File: src/rtl/dtlb_pkg.sv
`timescale 1ns/1ps
// dtlb_pkg: constants and the page-size type shared by the translation buffer.
// Assumes the smallest page is 8 KB and that each size step adds 3 offset bits.
package dtlb_pkg;
    localparam int unsigned PAGE_LSB  = 13;
    localparam int unsigned SIZE_STEP = 3;

    typedef enum logic [1:0] {
        PGSZ_8K   = 2'd0,
        PGSZ_64K  = 2'd1,
        PGSZ_512K = 2'd2,
        PGSZ_4M   = 2'd3
    } pgsz_e;

    // Number of page-number bits that an entry of size sz leaves out of its match.
    function automatic int unsigned ignored_bits(input pgsz_e sz);
        return SIZE_STEP * int'(sz);
    endfunction
endpackage

File: src/rtl/dtlb_entry_store.sv
`timescale 1ns/1ps
// dtlb_entry_store: the entry array (valid, page number, frame, size, permission).
// A write lands in slot wr_idx at the clock edge. Invalidate clears every valid bit
// and blocks a write in the same cycle. Assumes wr_idx < ENTRIES.
module dtlb_entry_store
    import dtlb_pkg::*;
#(
    parameter int unsigned ENTRIES = 32,
    parameter int unsigned VPN_W   = 30,
    parameter int unsigned PFN_W   = 21,
    localparam int unsigned IDX_W  = $clog2(ENTRIES)
) (
    input  logic                          clk,
    input  logic                          rst_n,
    input  logic                          inval_all,
    input  logic                          wr_en,
    input  logic [IDX_W-1:0]              wr_idx,
    input  logic [VPN_W-1:0]              wr_vpn,
    input  logic [PFN_W-1:0]              wr_pfn,
    input  pgsz_e                         wr_size,
    input  logic                          wr_perm,
    output logic [ENTRIES-1:0]            ent_valid,
    output logic [ENTRIES-1:0][VPN_W-1:0] ent_vpn,
    output logic [ENTRIES-1:0][PFN_W-1:0] ent_pfn,
    output pgsz_e [ENTRIES-1:0]           ent_size,
    output logic [ENTRIES-1:0]            ent_perm
);
    // Valid bits: cleared by reset or invalidate, set by a write.
    always_ff @(posedge clk) begin
        if (!rst_n || inval_all) begin
            ent_valid <= '0;
        end else if (wr_en) begin
            ent_valid[wr_idx] <= 1'b1;
        end
    end

    // Entry payload: captured from the fill fields on an accepted write.
    always_ff @(posedge clk) begin
        if (!rst_n) begin
            ent_vpn  <= '0;
            ent_pfn  <= '0;
            ent_size <= {ENTRIES{PGSZ_8K}};
            ent_perm <= '0;
        end else if (wr_en && !inval_all) begin
            ent_vpn[wr_idx]  <= wr_vpn;
            ent_pfn[wr_idx]  <= wr_pfn;
            ent_size[wr_idx] <= wr_size;
            ent_perm[wr_idx] <= wr_perm;
        end
    end
endmodule

File: src/rtl/dtlb_match.sv
`timescale 1ns/1ps
// dtlb_match: one comparator pair per entry. The lookup comparator masks the
// low page-number bits the entry's size covers. The fill comparator also
// requires the size to be equal, which finds a translation to rewrite in place.
module dtlb_match
    import dtlb_pkg::*;
#(
    parameter int unsigned ENTRIES = 32,
    parameter int unsigned VPN_W   = 30
) (
    input  logic [ENTRIES-1:0]            ent_valid,
    input  logic [ENTRIES-1:0][VPN_W-1:0] ent_vpn,
    input  pgsz_e [ENTRIES-1:0]           ent_size,
    input  logic [VPN_W-1:0]              lk_vpn,
    input  logic [VPN_W-1:0]              fill_vpn,
    input  pgsz_e                         fill_size,
    output logic [ENTRIES-1:0]            lk_match,
    output logic [ENTRIES-1:0]            fill_match
);
    for (genvar e = 0; e < ENTRIES; e++) begin : g_ent
        logic [VPN_W-1:0] care;

        // Care mask: only page-number bits above the entry's offset take part.
        always_comb begin
            for (int j = 0; j < int'(VPN_W); j++) begin
                care[j] = (j >= int'(ignored_bits(ent_size[e])));
            end
        end

        // Match decisions for the lookup and the fill page numbers.
        always_comb begin
            lk_match[e]   = ent_valid[e] && (((ent_vpn[e] ^ lk_vpn) & care) == '0);
            fill_match[e] = ent_valid[e] && (ent_size[e] == fill_size)
                            && (((ent_vpn[e] ^ fill_vpn) & care) == '0);
        end
    end
endmodule

File: src/rtl/dtlb_pick.sv
`timescale 1ns/1ps
// dtlb_pick: lowest-index priority select over a request vector.
// Returns whether any bit is set and the index of the lowest set bit.
module dtlb_pick #(
    parameter int unsigned N      = 32,
    localparam int unsigned IDX_W = $clog2(N)
) (
    input  logic [N-1:0]     req,
    output logic             any,
    output logic [IDX_W-1:0] idx
);
    // Scan from the top down so the lowest set bit is written last.
    always_comb begin
        idx = '0;
        for (int i = int'(N) - 1; i >= 0; i--) begin
            if (req[i]) begin
                idx = IDX_W'(i);
            end
        end
        any = |req;
    end
endmodule

File: src/rtl/dtlb_rr_ptr.sv
`timescale 1ns/1ps
// dtlb_rr_ptr: rotating victim pointer. Steps on each allocating fill, wraps at
// ENTRIES-1, and returns to 0 on reset or invalidate.
module dtlb_rr_ptr #(
    parameter int unsigned ENTRIES = 32,
    localparam int unsigned IDX_W  = $clog2(ENTRIES)
) (
    input  logic             clk,
    input  logic             rst_n,
    input  logic             clear,
    input  logic             step,
    output logic [IDX_W-1:0] ptr
);
    // Pointer update with explicit wrap, so ENTRIES need not be a power of two.
    always_ff @(posedge clk) begin
        if (!rst_n || clear) begin
            ptr <= '0;
        end else if (step) begin
            ptr <= (ptr == IDX_W'(ENTRIES - 1)) ? '0 : ptr + 1'b1;
        end
    end
endmodule

File: src/rtl/dtlb_varpage.sv
`timescale 1ns/1ps
// dtlb_varpage: fully associative data translation buffer with a page size per entry.
// Lookup is combinational. Fill and invalidate act at the clock edge.
// Assumes PA_W-13 <= VA_W-13 and PA_W-13 >= 9, so the largest page's offset
// splice stays inside both page-number fields.
module dtlb_varpage
    import dtlb_pkg::*;
#(
    parameter int unsigned ENTRIES = 32,
    parameter int unsigned VA_W    = 43,
    parameter int unsigned PA_W    = 34,
    localparam int unsigned VPN_W  = VA_W - PAGE_LSB,
    localparam int unsigned PFN_W  = PA_W - PAGE_LSB,
    localparam int unsigned IDX_W  = $clog2(ENTRIES)
) (
    input  logic             clk,
    input  logic             rst_n,
    input  logic             lk_valid,
    input  logic             lk_store,
    input  logic [VA_W-1:0]  lk_vaddr,
    output logic             lk_hit,
    output logic             lk_fault,
    output logic             lk_writable,
    output logic [PA_W-1:0]  lk_paddr,
    input  logic             fill_en,
    input  logic [VPN_W-1:0] fill_vpn,
    input  logic [PFN_W-1:0] fill_pfn,
    input  logic [1:0]       fill_size,
    input  logic             fill_wr_ok,
    input  logic             inval_all
);
    logic [ENTRIES-1:0]            ent_valid;
    logic [ENTRIES-1:0][VPN_W-1:0] ent_vpn;
    logic [ENTRIES-1:0][PFN_W-1:0] ent_pfn;
    pgsz_e [ENTRIES-1:0]           ent_size;
    logic [ENTRIES-1:0]            ent_perm;
    logic [ENTRIES-1:0]            lk_match, fill_match;
    logic                          lk_any, fill_any;
    logic [IDX_W-1:0]              lk_idx, fill_idx, rr_ptr, wr_idx;
    logic [VPN_W-1:0]              lk_vpn;
    logic [PFN_W-1:0]              frame;
    pgsz_e                         fill_sz;
    pgsz_e                         sel_size;
    logic                          sel_perm;

    assign lk_vpn  = lk_vaddr[VA_W-1:PAGE_LSB];
    assign fill_sz = pgsz_e'(fill_size);

    dtlb_entry_store #(.ENTRIES(ENTRIES), .VPN_W(VPN_W), .PFN_W(PFN_W)) u_store (
        .clk       (clk),
        .rst_n     (rst_n),
        .inval_all (inval_all),
        .wr_en     (fill_en),
        .wr_idx    (wr_idx),
        .wr_vpn    (fill_vpn),
        .wr_pfn    (fill_pfn),
        .wr_size   (fill_sz),
        .wr_perm   (fill_wr_ok),
        .ent_valid (ent_valid),
        .ent_vpn   (ent_vpn),
        .ent_pfn   (ent_pfn),
        .ent_size  (ent_size),
        .ent_perm  (ent_perm)
    );

    dtlb_match #(.ENTRIES(ENTRIES), .VPN_W(VPN_W)) u_match (
        .ent_valid  (ent_valid),
        .ent_vpn    (ent_vpn),
        .ent_size   (ent_size),
        .lk_vpn     (lk_vpn),
        .fill_vpn   (fill_vpn),
        .fill_size  (fill_sz),
        .lk_match   (lk_match),
        .fill_match (fill_match)
    );

    dtlb_pick #(.N(ENTRIES)) u_pick_lk (
        .req (lk_match & {ENTRIES{lk_valid}}),
        .any (lk_any),
        .idx (lk_idx)
    );

    dtlb_pick #(.N(ENTRIES)) u_pick_fill (
        .req (fill_match),
        .any (fill_any),
        .idx (fill_idx)
    );

    dtlb_rr_ptr #(.ENTRIES(ENTRIES)) u_rr (
        .clk   (clk),
        .rst_n (rst_n),
        .clear (inval_all),
        .step  (fill_en && !fill_any && !inval_all),
        .ptr   (rr_ptr)
    );

    // Fill target: rewrite a matching translation, otherwise take the victim slot.
    assign wr_idx = fill_any ? fill_idx : rr_ptr;

    // Selected entry fields for the winning lookup match.
    assign sel_size = ent_size[lk_idx];
    assign sel_perm = ent_perm[lk_idx];

    // Frame splice: low frame bits inside the page offset come from the address.
    always_comb begin
        for (int j = 0; j < int'(PFN_W); j++) begin
            frame[j] = (j < int'(ignored_bits(sel_size))) ? lk_vpn[j] : ent_pfn[lk_idx][j];
        end
    end

    // Lookup results: permission check and zeroed outputs when nothing matches.
    always_comb begin
        lk_fault    = lk_any && lk_store && !sel_perm;
        lk_hit      = lk_any && !lk_fault;
        lk_writable = lk_any && sel_perm;
        lk_paddr    = lk_any ? {frame, lk_vaddr[PAGE_LSB-1:0]} : '0;
    end
endmodule

File: config.mk
export PLATFORM = sky130hd
export DESIGN_NAME = dtlb_varpage
export DESIGN_NICKNAME = d
export VERILOG_FILES = /design/src/rtl/dtlb_pkg.sv /design/src/rtl/dtlb_entry_store.sv /design/src/rtl/dtlb_match.sv /design/src/rtl/dtlb_pick.sv /design/src/rtl/dtlb_rr_ptr.sv /design/src/rtl/dtlb_varpage.sv
export SDC_FILE = /design/constraint.sdc
export NUM_CORES = 2
export LEC_CHECK = 0
export BUFFER_PORTS_ARGS = -buffer_cell sky130_fd_sc_hd__buf_2
export CORE_MARGIN = 1
export CORE_UTILIZATION = 60
export DETAILED_ROUTE_END_ITERATION = 10
export PLACE_DENSITY = 0.85
export SLEW_MARGIN = 25
export SYNTH_ARGS = -nofsm -noshare
export SYNTH_HDL_FRONTEND = slang
export SYNTH_HIERARCHICAL = 1
export SYNTH_SLANG_ARGS = --single-unit
File: constraint.sdc
create_clock -name clk -period 13.28 [get_ports clk]
set_input_delay 0.664 -clock clk [delete_from_list [all_inputs] [get_ports clk]]
set_output_delay 0.664 -clock clk [all_outputs]
set_load 0.005 [all_outputs]
**After elaboration in Yosys (flattened, before gate mapping)**

Cells that the tools add are included.

- Add/sub/neg operators: 1
- $mul: 33
- Order comparisons: 498
- Equal/unequal tests: 33
- Muxes and demuxes: 100
- Bitwise gates (word level): 130
- Reductions and logical operators: 176

Operators with widths:

| operator | count |
|---|---|
| AND 30 bit | 64 |
| logical NOT 30 bit | 64 |
| bitwise XOR 30 bit | 64 |
| bitwise mux 960 bit | 1 |
| >= comparator 4 bit, first input constant | 224 |
| bitwise mux 672 bit | 1 |
| >= comparator 3 x 4 -> 1 bit, first input constant | 128 |
| two-way mux 5 bit | 66 |
| >= comparator 1 x 4 -> 1 bit, first input constant | 64 |
| >= comparator 2 x 4 -> 1 bit, first input constant | 64 |
| demux 30 bit (select 5 bit) | 1 |
| multiplier 2 x 2 -> 4 bit, first input constant | 33 |
| binary-select mux 21 bit (select 5 bit) | 1 |
| demux 21 bit (select 5 bit) | 1 |
| logical AND 1 bit | 104 |
| bitwise mux 64 bit | 1 |
| equality test 2 bit | 32 |
| OR reduction 32 bit | 2 |
| two-way mux 21 bit | 2 |
| two-way mux 34 bit | 1 |
| AND 32 bit | 1 |
| bitwise mux 32 bit | 1 |
| OR 32 bit | 1 |
| two-way mux 30 bit | 1 |
| 16 further kinds | 49 |

- Bits in registers: 1765
- Output and inout port bits: 37
- Logic and storage cells: 1070

**Depth between registers and ports, before layout**

- Depth after elaboration: 44
- Depth in mapped cells: 28

**By module**

Netlist, hierarchy kept.

By module, submodules not included:

| module | times used | cells an instance | area an instance (um^2) | sequential area each (um^2) |
|---|---|---|---|---|
| dtlb_entry_store | 1 | 5925 | 63574.7 | 35233.8 |
| dtlb_match | 1 | 3686 | 28381.0 | 0.0 |
| dtlb_varpage | 1 | 589 | 6916.6 | 0.0 |
| dtlb_pick | 2 | 65 | 385.4 | 0.0 |
| dtlb_rr_ptr | 1 | 23 | 256.5 | 100.1 |

**Worst setup path before layout**

Ideal clock, no wire load.

- Kind: input to output
- From: input lk_vaddr[22]
- To: output lk_paddr[19]
- Arrival time: 5655 ps
- Data required time: 12616 ps
- Slack: 6961 ps
- Stages: 26
- Buffers on the path: 5
- Cells stage by stage: clkbuf_1 -> buf_2 -> xnor2_1 -> nand4_1 -> a2111oi_0 -> nand4_1 -> a2111oi_0 -> and2_1 -> nor2b_1 -> nor3_1 -> o31ai_1 -> o2111ai_1 -> a221oi_1 -> buf_4 -> buf_6 -> mux4_2 -> mux4_2 -> mux2i_1 -> inv_1 -> ha_1 -> clkbuf_1 -> nand2b_1 -> a221oi_1 -> o21ai_0 -> nand3_1 -> nor2_1

- Elaborated cells on any way between the ends: 170
- Classes of those cells: mul: 1; order compare: 1; mux: 38; bitwise: 65; reduce/logical: 65

RTL lines:

| item | line | RTL |
|---|---|---|
| start, declared | dtlb_varpage.sv:20 | `input logic [VA_W-1:0] lk_vaddr,` |
| bitwise XOR 30 bit (*) | dtlb_match.sv:32 | `lk_match[e] = ent_valid[e] && (((ent_vpn[e] ^ lk_vpn) & care) == '0);` |
| AND 30 bit (*) | dtlb_match.sv:32 |  |
| logical NOT 30 bit (*) | dtlb_match.sv:32 |  |
| logical AND 1 bit (*) | dtlb_match.sv:32 |  |
| via lk_match[29] | dtlb_varpage.sv:37 | `logic [ENTRIES-1:0] lk_match, fill_match;` |
| AND 32 bit (*) | dtlb_varpage.sv:78 | `.req (lk_match & {ENTRIES{lk_valid}}),` |
| two-way mux 5 bit (*) (30 in series) | dtlb_pick.sv:16 | `if (req[i]) begin` |
| via lk_idx[0] | dtlb_varpage.sv:39 | `logic [IDX_W-1:0] lk_idx, fill_idx, rr_ptr, wr_idx;` |
| binary-select mux 2 bit (select 5 bit) | dtlb_varpage.sv:101 | `assign sel_size = ent_size[lk_idx];` |
| two-way mux 2 bit (not written as such) | dtlb_varpage.sv:101 |  |
| multiplier 2 x 2 -> 4 bit | n/a |  |
| less-than comparator 3 x 4 -> 1 bit | dtlb_varpage.sv:107 | `frame[j] = (j < int'(ignored_bits(sel_size))) ? lk_vpn[j] : ent_pfn[lk_idx][j];` |
| two-way mux 1 bit (*) | dtlb_varpage.sv:107 |  |
| two-way mux 34 bit (*) | dtlb_varpage.sv:116 | `lk_paddr = lk_any ? {frame, lk_vaddr[PAGE_LSB-1:0]} : '0;` |
| end, declared | dtlb_varpage.sv:24 | `output logic [PA_W-1:0] lk_paddr,` |

The timed path passes the listed nets; every way through them passes the cells marked *. The select of a mux whose other input is x is not followed.

**Worst setup path in the final report**

- From: register u_store/ent_size[23] (netlist bit)
- To: output lk_paddr[25]

- Word-level cells in the longest chain between the ends: 24
- Elaborated cells on any way between the ends: 41
- Classes of those cells: mul: 2; order compare: 16; mux: 18; bitwise: 2; reduce/logical: 3

RTL lines:

| item | line | RTL |
|---|---|---|
| start, declared | dtlb_entry_store.sv:25 | `output pgsz_e [ENTRIES-1:0] ent_size,` |
| start signal, assigned | dtlb_entry_store.sv:42 | `ent_size <= {ENTRIES{PGSZ_8K}};` |
| start signal, assigned by index | dtlb_entry_store.sv:47 | `ent_size[wr_idx] <= wr_size;` |
| multiplier 2 x 2 -> 4 bit (*) | dtlb_pkg.sv:17 | `return SIZE_STEP * int'(sz);` |
| >= comparator 1 x 4 -> 1 bit, or another cell as far along | dtlb_match.sv:26 | `care[j] = (j >= int'(ignored_bits(ent_size[e])));` |
| AND 30 bit (*) | dtlb_match.sv:32 |  |
| logical NOT 30 bit (*) | dtlb_match.sv:32 |  |
| logical AND 1 bit (*) | dtlb_match.sv:32 |  |
| via lk_match[11] | dtlb_varpage.sv:37 |  |
| AND 32 bit (*) | dtlb_varpage.sv:78 |  |
| two-way mux 5 bit (*) (12 in series) | dtlb_pick.sv:16 |  |
| via lk_idx[0] | dtlb_varpage.sv:39 |  |
| binary-select mux 2 bit (select 5 bit) | dtlb_varpage.sv:101 |  |
| two-way mux 2 bit (not written as such) | dtlb_varpage.sv:101 |  |
| multiplier 2 x 2 -> 4 bit | n/a |  |
| less-than comparator 4 bit | dtlb_varpage.sv:107 |  |
| two-way mux 1 bit (*) | dtlb_varpage.sv:107 |  |
| two-way mux 34 bit (*) | dtlb_varpage.sv:116 |  |

Marks and branches as above.

==> impl_results.md <==
* Status: finished with violations
* Failing checks: DRC
* Mean Syn Cell Area at a little under 10 um^2
* Hold Buf Count CTS at 0
* Die width at 410 um
* Remaining Overflow, GRT at 0
* Xor/xnor share of the synthesized area at between 10% and 20%
* Clock Skews at roughly 0.094 ns
* Largest cells by area after synthesis: dfxtp_1 (35%), mux2i_1 (18%), xnor2_1 (11%)
* Worst-Margin Slew at between 1 and 1.5 ns
* EDFF count, synth at 0
* I/O pin cnt at 140
* First-pass GRT wire length at between 500 and 600 mm
* Worst Hold Class: in -> reg
* CP arrival at between 9 and 10 ns
* RSZ-0062 raised after global routing: no
* Synth warn at 6
* Met2 routed WL at 163 mm
* Synth Register Bits at between 1500 and 2000
* Startpoint class of the critical path: flip-flop
* Top delay family on crit path: compound AO/OA/AOI/OAI gates
* CTS H-tree lvls at 4
* Critical-path top delay cell: a2111oi_1
* Leading area contributor after synthesis: dfxtp_1
* Reg area at between 30000 and 40000 um^2
* Max Cap Viol at 0
* Final std cell area, no fill at 107000 um^2
* Period utilisation layout at between 70% and 80%
* CP Max Fanout at 37
* Top FF cell, synth: dfxtp_1
* Cell Rows at between 100 and 150
* Height of the die at 410 um
* Power Density at ~110 nW/um^2
* Uppermost layer routed: met5
* R2R setup slack at roughly 4.9 ns
* Avg Vias per Cell at a little under 7
* FMAX at roughly 0.095 GHz
* Metal3 WL at 56.0 mm
* Final wirelength at about 400 mm
* Routability cong. at about 1.2
* Root Driver: clkbuf_16
* Final setup vio count at 0
* Vias in the first global route at 82400
* Setup TNS Final at 0 ns
* Worst skew pair latency at approximately 0.9 ns
* Port-buffer cells at 139
* Mapped Area at 99900 um^2
* Main combinational cell family by area after synthesis: multiplexers
* Via count at between 80000 and 90000
* Area of placed instances at about 100000 um^2
* Filler cells at about 13000
* Critical-path cell list: inv_1, ha_1, o211ai_1, nor4_1, nand2_1, a2111oi_1, and2_1, inv_1, a21oi_1, o21a_1, o2111ai_1, a221oi_4, buf_4, mux4_2, mux4_2, mux2i_1, inv_1, ha_1, nand2_1, nor3_1, a311oi_2, buf_2
* VDD IR max at 0.157 mV
* Initial antenna violation count at 19
* Asr flop ratio synth at 0%
* Post_cts resized at 0
* Met1 WL at between 100 and 150 mm
* Post-Synth Simple-Gate Area at 12.5%
* Post-synthesis sequential area ratio at between 30% and 40%
* Syn Inst Count at 10400
* CP Capture Type: primary output
* DP Wirelength at between 200 and 250 mm
* Fin. Hold Viols at 0
* Adder-cell area share of the yosys netlist at about 2.3%
* Share of cells above drive strength 1 at about a tenth
* Hold WS at ~0.24 ns
* Core area at roughly 170000 um^2
* Final ANT Viol Nets at 0
* Wire per inst at 32.1 um
* Area growth, synth to finish at 6.71%
* Synth cell types at a little over 80
* Fin. max-slew vios at 0
* Drt initial violations at roughly 14000
* Nets at about 10000
* Rel. slew slack at 11.3%
* Post-CTS Setup Bufs at 0
* Synth top area share at around 35%
* Most numerous cell on the critical path: inv_1
* Multi-input gate area at roughly 59000 um^2
* Die area at between 150000 and 200000 um^2
* Residual DRC at 9
* Starting Density at about three fifths
* Compound-Gate Fraction of Synth Area at about 4.4%
* Synth Net Count at around 11000
* Drt pass-1 iters at 11
* Multiplexer share of the synthesized area at around 22%
* Clk sinks at around 1800
* Worst Path Required at 12.62 ns
* Global Route Usage Sum at between 40% and 50%
* Leak pwr at roughly 47 nW
* Tmin final at roughly 11 ns
* Slowest stage delay, CP at 0.95 ns
* Largest net degree at the start of global routing at between 150 and 200
* CTS Buf Count at 182
* CTS tree: yes
* CTS max path bufs at 3
* Crit path kind: reg -> out
* Critical path buffer and inverter count at 5
* Clock slew at reported path FFs at 0.06 ns
[layout make-up]
| cell class | count | share of cell area (%) |
|---|---|---|
| multi-input cells | 7600 | 55.8 |
| flip-flops and latches | 1765 | 33.1 |
| clock buffers | 264 | 4.92 |
| well taps | 2189 | 2.57 |
| repair buffers | 347 | 2.21 |
| clock inverters | 68 | 1.01 |
| inverters | 101 | 0.356 |
| diodes | 12 | 0.0282 |
[Yosys cell counts, drive strengths merged (43+ instances only)]
cell type and n:
nor3 55, nand3 79, mux4 178, xnor2 1251, o21ai 99, nor2 165
inv 101, o22ai 60, buf 460, a22oi 43, nand2 1898, nor4 193
and2 59, nand4 209, ha 187, dfxtp 1765, clkbuf 427, a21oi 164
xor2 736, mux2i 1824
[placed cells by master, fill, tap and decap left out, types with 13 or more instances in the layout]
master     count
nand2_1     1831
mux2i_1     1824
dfxtp_1     1765
xnor2_1     1249
xor2_1       736
nand4_1      208
buf_4        193
ha_1         187
clkbuf_16    182
mux4_2       178
nor2_1       165
nor4_1       165
a21oi_1      161
buf_2        139
inv_1        101
o21ai_0       96
nand3_1       79
o22ai_1       58
and2_1        55
nor3_1        47
clkbuf_1      44
a22oi_1       43
o2111ai_1     41
clkbuf_8      38
nand2_2       35
clkinv_2      27
a2111oi_0     27
a31oi_1       25
nor4_2        25
nand2_4       24
a221oi_1      22
o31ai_1       22
o211ai_1      21
a222oi_1      20
nand2b_1      18
a211oi_1      15
and3_1        15
bufinv_16     15
nor3b_1       15
or4_1         13
[metrics by stage]
step | std cells | util (%) | power (mW) | worst slack, ns
6_report | 12300 | 64.5 | 11.8 | 2.74
4_1_cts | 12300 | 64.3 | 11.7 | 2.74
3_5_place_dp | 12000 | 60.5 | 6.39 | 3.12
3_3_place_gp | 12000 | 60.4 | 6.37 | 3.29
5_1_grt | 12300 | 64.5 | 12.0 | 2.73
2_1_floorplan | 10400 | - | 6.03 | 6.96
[tightest hold or removal path: stages]
cell	delay, ns
buf_12	0.18
nand2_1	0.16
mux2i_1	0.06
[cell families (layout without fill, tap and decap cells)]
group	after synthesis	in the layout
AOI/OAI and AO/OA	645	645
DFF	1765	1765
buffers and inverters	988	780
muxes	2010	2010
xor gates and xnor gates	1987	1987
and+or+nand+nor	2771	2771
adders and majority gates	187	187
other	0	12
[path summary, 6_finish.rpt]
path                                      startpoint              endpoint  cells after the start
worst max-delay path            u_store/ent_size[23]          lk_paddr[25]                     22
worst min-delay path                           rst_n  u_store/ent_pfn[650]                      3
worst min register to register  u_store/ent_pfn[568]  u_store/ent_pfn[568]                      2
worst max register to register   u_store/ent_size[6]  u_store/ent_vpn[820]                     18
[power breakdown]
group          switching [mW]  internal [mW]  leakage, nW
registers              0.0114           5.30         14.2
clock network            2.38           3.07         3.06
logic                   0.775          0.275         29.4
[metal layers]
layer / GRT usage, % / vias to the layer above
met1: 51.7 / 40000
li1: - / 34500
met3: 16.9 / 2511
met2: 66.1 / 7068
met5: 0.201 / -
met4: 42.5 / 14
[registers in the layout (all words and copies together), names as in the netlist]
register and flops:
u_store/ent_valid 32, u_rr/ptr 5, u_store/ent_pfn 672, u_store/ent_vpn 960, u_store/ent_perm 32, u_store/ent_size 64
(Power assumes the default switching activity.)
